==> config.mk <==
export PLATFORM = sky130hd
export DESIGN_NAME = motor_fault_diag
export DESIGN_NICKNAME = d
export VERILOG_FILES = /design/src/rtl/fd_pkg.sv /design/src/rtl/fd_short_sampler.sv /design/src/rtl/fd_lowload.sv /design/src/rtl/motor_fault_diag.sv
export SDC_FILE = /design/constraint.sdc
export NUM_CORES = 1
export LEC_CHECK = 0
export BUFFER_PORTS_ARGS = -buffer_cell sky130_fd_sc_hd__buf_2
export CAP_MARGIN = 10
export CORE_ASPECT_RATIO = 0.5
export CORE_MARGIN = 5
export CORE_UTILIZATION = 54
export DETAILED_ROUTE_END_ITERATION = 10
export PLACE_DENSITY = 0.82
export SYNTH_ARGS = -nofsm -noshare
export SYNTH_HDL_FRONTEND = slang
export SYNTH_SLANG_ARGS = --single-unit
==> constraint.sdc <==
create_clock -name clk -period 2.4 [get_ports clk]
set_clock_uncertainty 0.05 [all_clocks]
set_input_delay 0 -clock clk [delete_from_list [all_inputs] [get_ports clk]]
set_output_delay 0 -clock clk [all_outputs]
set_load 0.005 [all_outputs]
==> src/rtl/fd_pkg.sv <==
package fd_pkg;
  // Fault flag pair {ff1_n, ff2_n}; supply fault outranks short, short outranks low-current.
  function automatic logic [1:0] flag_encode(input logic sup_flt,
                                             input logic any_short,
                                             input logic any_low);
    logic [1:0] f;
    if (sup_flt)        f = 2'b00;
    else if (any_short) f = 2'b01;
    else if (any_low)   f = 2'b10;
    else                f = 2'b11;
    return f;
  endfunction
endpackage

==> src/rtl/fd_short_sampler.sv <==
module fd_short_sampler #(
  parameter int DLY_W = 8
) (
  input  logic             clk,
  input  logic             rst_n,
  input  logic             clr,
  input  logic             blank,
  input  logic             short_i,
  input  logic [DLY_W-1:0] dly,
  output logic             shorted
);
  logic             blank_q;
  logic             armed;
  logic [DLY_W-1:0] cnt;
  logic             blank_rise;
  logic             sample_now;

  assign blank_rise = blank && !blank_q;
  assign sample_now = armed && blank && (cnt == '0);

  always_ff @(posedge clk or negedge rst_n) begin
    if (!rst_n) begin
      blank_q <= 1'b0;
      armed   <= 1'b0;
      cnt     <= '0;
    end else begin
      blank_q <= blank;
      if (!blank) begin
        armed <= 1'b0;
      end else if (blank_rise) begin
        armed <= 1'b1;
        cnt   <= dly;
      end else if (sample_now) begin
        armed <= 1'b0;
      end else if (armed) begin
        cnt <= cnt - 1'b1;
      end
    end
  end

  always_ff @(posedge clk or negedge rst_n) begin
    if (!rst_n)                    shorted <= 1'b0;
    else if (clr)                  shorted <= 1'b0;
    else if (sample_now && short_i) shorted <= 1'b1;
  end
endmodule

==> src/rtl/fd_lowload.sv <==
module fd_lowload #(
  parameter int NP = 2
) (
  input  logic          clk,
  input  logic          rst_n,
  input  logic          set_all,
  input  logic          eval,
  input  logic [NP-1:0] low_i,
  output logic [NP-1:0] flags
);
  always_ff @(posedge clk or negedge rst_n) begin
    if (!rst_n)       flags <= '1;
    else if (set_all) flags <= '1;
    else if (eval)    flags <= low_i;
  end
endmodule

==> src/rtl/motor_fault_diag.sv <==
module motor_fault_diag
  import fd_pkg::*;
#(
  parameter int NP    = 2,
  parameter int DLY_W = 8
) (
  input  logic             clk,
  input  logic             rst_n,
  input  logic             step_in,
  input  logic             at_home,
  input  logic [DLY_W-1:0] dly_cycles,
  input  logic [NP-1:0]    blank_done,
  input  logic [NP-1:0]    short_ind,
  input  logic [NP-1:0]    low_ind,
  input  logic             ov_ind,
  input  logic             uv_ind,
  input  logic             ot_ind,
  output logic [NP-1:0]    phase_off,
  output logic             safe_mode,
  output logic             out_dis,
  output logic             home_req,
  output logic             ff1_n,
  output logic             ff2_n
);
  logic          step_q;
  logic          step_rise;
  logic          short_clr;
  logic          home_eval;
  logic          ov_q, uv_q, ot_q;
  logic [NP-1:0] ll_flags;
  logic [1:0]    flags;

  assign step_rise = step_in && !step_q;
  assign short_clr = step_rise || uv_ind;
  assign home_eval = step_rise && at_home;

  always_ff @(posedge clk or negedge rst_n) begin
    if (!rst_n) begin
      step_q <= 1'b0;
      ov_q   <= 1'b0;
      uv_q   <= 1'b0;
      ot_q   <= 1'b0;
    end else begin
      step_q <= step_in;
      ov_q   <= ov_ind;
      uv_q   <= uv_ind;
      ot_q   <= ot_ind;
    end
  end

  for (genvar p = 0; p < NP; p++) begin : g_phase
    fd_short_sampler #(.DLY_W(DLY_W)) u_smp (
      .clk     (clk),
      .rst_n   (rst_n),
      .clr     (short_clr),
      .blank   (blank_done[p]),
      .short_i (short_ind[p]),
      .dly     (dly_cycles),
      .shorted (phase_off[p])
    );
  end

  fd_lowload #(.NP(NP)) u_ll (
    .clk     (clk),
    .rst_n   (rst_n),
    .set_all (uv_ind),
    .eval    (home_eval),
    .low_i   (low_ind),
    .flags   (ll_flags)
  );

  assign flags     = flag_encode(ov_q || uv_q || ot_q, |phase_off, |ll_flags);
  assign ff1_n     = flags[1];
  assign ff2_n     = flags[0];
  assign safe_mode = ov_q;
  assign out_dis   = uv_q || ot_q;
  assign home_req  = uv_q;
endmodule

==> results by group <==
Final layout
  – Area of the multi-input gates: 749.5 um2
  – Diodes inserted: 0
  – Finished Layout Cells: 239
  – Final nets: 228
  – Share of post-route cells with drive strength above 1: 21.29%
  – Area growth from synthesis to layout: 27.68%
  – Sequential Area: 703.2 um2
  – Fin area: 1922 um2
  – Fill cells: 191

Yosys
  – Adder-cell area share of the yosys netlist: 3.325%
  – Sequential element share of the synthesized area: 46.72%
  – Synthesized area per cell: 9.587 um2
  – Syn Nets: 182
  – Yosys warns: 0
  – Gate count of the mapped netlist: 157
  – Mux cell area share after synthesis: 0.6650%
  – Yosys top cell by area: dfrtp_1
  – Synth Area in Compound Gates: 17.37%
  – Synth area leaders: dfrtp_1, nand2_1, dfstp_2
  – Post-Synth XOR/XNOR Area: 1.746%
  – Post-synth EDFFs: 0
  – Number of synthesized register bits: 28
  – Mapped Area: 1505 um2
  – Post-synthesis simple-gate area fraction: 26.68%
  – Largest family of logic cells by synthesized area: simple AND/OR/NAND/NOR gates
  – Prevailing post-synth register cell: dfrtp_1
  – Async SR Flop Fraction: 100.0%
  – Yosys top cell area share: 43.23%
  – Post-synthesis cell type count: 48

Placed design
  – RePlAce Congestion: 0.8906
  – Port Buffers: 27
  – Dpl cell area: 1660 um2
  – Placed Cells incl. Taps: 216
  – Post-DP HPWL: 2467 um

Setup path
  – Nature of the critical path startpoint: flip-flop
  – WP data required: 2.50 ns
  – Worst-path fanout max: 3
  – Crit Path Class: flip-flop to flip-flop
  – Worst setup path startpoint: g_phase[0].u_smp.cnt[1]
  – Worst reg2reg path startpoint: g_phase[0].u_smp.cnt[1]
  – CP arrival: 2.07 ns
  – Setup crit end kind: flip-flop

Global route
  – Vias in the first global route: 1363
  – Largest net degree at the start of global routing: 29
  – GR Overflow Total: 0
  – Global Route Usage Sum: 19.85%
  – Initial antenna violation count: 0
  – First-pass GRT wire length: 6127 um

Die
  – Io pins: 28
  – Die H: 47.33 um
  – Die width: 84.67 um
  – Die area: 4007 um2
  – Initial Utilization: 57.12%
  – Core area: 2635 um2
  – Row count: 13

Clocking
  – Total clock sinks: 28
  – H-tree lvl count: 1
  – Root Buffer: clkbuf_8
  – TritonCTS Buffers: 3
  – CTS tree: built
  – Skew-Pair Late Insertion Delay: 0.28 ns
  – Max clock buf depth: 2
  – Reg clk slew, reported paths: 0.09 ns

Route
  – Vias per std cell: 5.845
  – Iteration-0 DRC Markers: 149
  – Routed Antenna Nets: 0
  – DRC: 0
  – WL per Instance: 14.75 um
  – Vias: 1397
  – WL final: 3526 um
  – Drt pass-1 iters: 5

Min path
  – Hold Startpoint: low_ind[1]
  – Hold WC Path Type: primary input to flip-flop

Power
  – Sw power: 364.7 uW
  – Worst IR Drop VDD: 0.3479 mV
  – Combinational share of power: 22.4%
  – Power per cell area: 655.9 nW/um2
  – Leakage Power: 0.8222 nW
  – Cell Int Power: 895.7 uW
  – Share of total power in the clock network: 29.7%
  – Reg power frac: 47.9%
  – Switching Share: 28.94%

Flow run
  – Max-cap check violation count: 0

STA
  – Period utilisation layout: 82.40%
  – Endpoints failing hold: 0
  – Final Critical Period: 1.978 ns
  – Setup TNS: 0 ns
  – Unrepaired setup endpoints after global routing: no
  – Final setup viols: 0
  – Max Clk Rate: 505.7 MHz
  – Actual slew at the worst max-slew pin: 0.6211 ns
  – Slew Viols, Final: 0
  – Slew HR: 58.59%

Run status
  – Status: completed
-- cell usage after synthesis, drive strengths merged, types with 2 or more instances --
cell    count
a31oi       6
a21oi       4
nand3b      2
dfrtp      26
o311ai      2
nor3        7
and3        2
xnor2       2
nor2b       3
clkbuf      2
a211o       2
dfstp       2
or2         2
nor2       10
o41ai       2
or4         4
or3         3
and2        2
nand3       5
o211ai      6
nand2      21
nand4       2
nand2b      2
nor4        3
or4b        2
buf         3
inv         7
ha          4
o21a        2
o21ai       5
-- layout make-up --
class / count / share of cell area, %
clock inverters: 1 / 1.563
repair buffers: 46 / 16.93
multi-input cells: 117 / 39.00
inverters: 7 / 1.367
well taps: 37 / 2.409
clock buffers: 3 / 2.148
flip-flops and latches: 28 / 36.59
-- per-stage QoR --
stage | util (%) | worst slack (ns) | hold slack, ns | total power, mW
2_1_floorplan | - | 0.5869 | -0.3456 | 0.7784
3_3_place_gp | 63.01 | 0.5424 | -0.008598 | 0.8525
3_5_place_dp | 63.01 | 0.4312 | -0.0005259 | 0.8646
4_1_cts | 72.93 | 0.4309 | 0.0009567 | 1.266
5_1_grt | 72.93 | 0.3365 | 0.01361 | 1.334
6_report | 72.93 | 0.4224 | 0.01069 | 1.260
-- metal layers --
metal  up-vias  track usage (%)  part of all wire, %
li1        668                -                    -
met1       667            24.02                   45
met2        57            37.17                   47
met3         5            4.203                  7.3
met4         0            6.309                 0.57
met5         -                0                    0
-- registers in the layout (all words and copies together) (netlist names) --
register               count
g_phase.u_smp.armed        2
g_phase.u_smp.blank_q      2
g_phase.u_smp.cnt         16
g_phase.u_smp.shorted      2
home_req                   1
ot_q                       1
safe_mode                  1
step_q                     1
u_ll.flags                 2
-- cell families after synthesis --
kind of cell,after synthesis
multiplexers,1
buffers and inverters,12
AO/OA/AOI/OAI,35
adder cells (fa/ha/maj),4
XOR/XNOR,3
AND/OR/NAND/NOR,74
flip-flops,28
-- path summary, 6_finish.rpt --
| kind | to | slack [ns] | cells past startpoint |
|---|---|---|---|
| setup / recovery | g_phase[0].u_smp.cnt[7] | 0.42 | 6 |
| hold / removal | u_ll.flags[1] | 0.01 | 3 |
| setup reg to reg | g_phase[0].u_smp.cnt[7] | 0.42 | 6 |
| hold reg to reg | g_phase[1].u_smp.cnt[1] | 0.52 | 2 |
| max in group asynchronous | ot_q | 1.68 | 2 |
| min in group asynchronous | g_phase[1].u_smp.cnt[5] | 0.20 | 2 |
-- critical path, cell delays in order, from the launching register on --
cell,delay (ns)
dfrtp_1,0.42
inv_1,0.13
ha_1,0.19
or3b_2,0.49
o31a_1,0.31
o311ai_0,0.12
o211ai_1,0.14
-- power groups by stage --
stage / Combinational [mW] / Sequential (mW) / Clock (mW)
2_1_floorplan: 0.188 / 0.591 / 0
3_3_place_gp: 0.247 / 0.605 / 0
3_5_place_dp: 0.256 / 0.608 / 0
4_1_cts: 0.281 / 0.600 / 0.385
5_1_grt: 0.318 / 0.613 / 0.402
6_report: 0.282 / 0.604 / 0.375
-- what timing repair did --
item | in CTS | in global routing
setup buffers | 0 | 0
hold buffers | 19 | 0
resized for setup | 0 | 0
endpoints found under the hold margin | 53 | 0
-- placed cells by master (no fill, tap or decap), types with 3 or more instances in the layout --
cell           instances
nand2_1               21
inv_1                  6
clkbuf_8               3
nand3_1                5
nor2_1                10
nor3_1                 6
o211ai_1               6
nor4_1                 3
nor2b_1                3
a21oi_1                4
buf_2                 27
or4_1                  3
or3_1                  3
dlygate4sd3_1         19
a31oi_1                6
dfrtp_1               26
o21ai_0                4
ha_1                   4
Note: power is estimated with default switching activity, not from simulation.
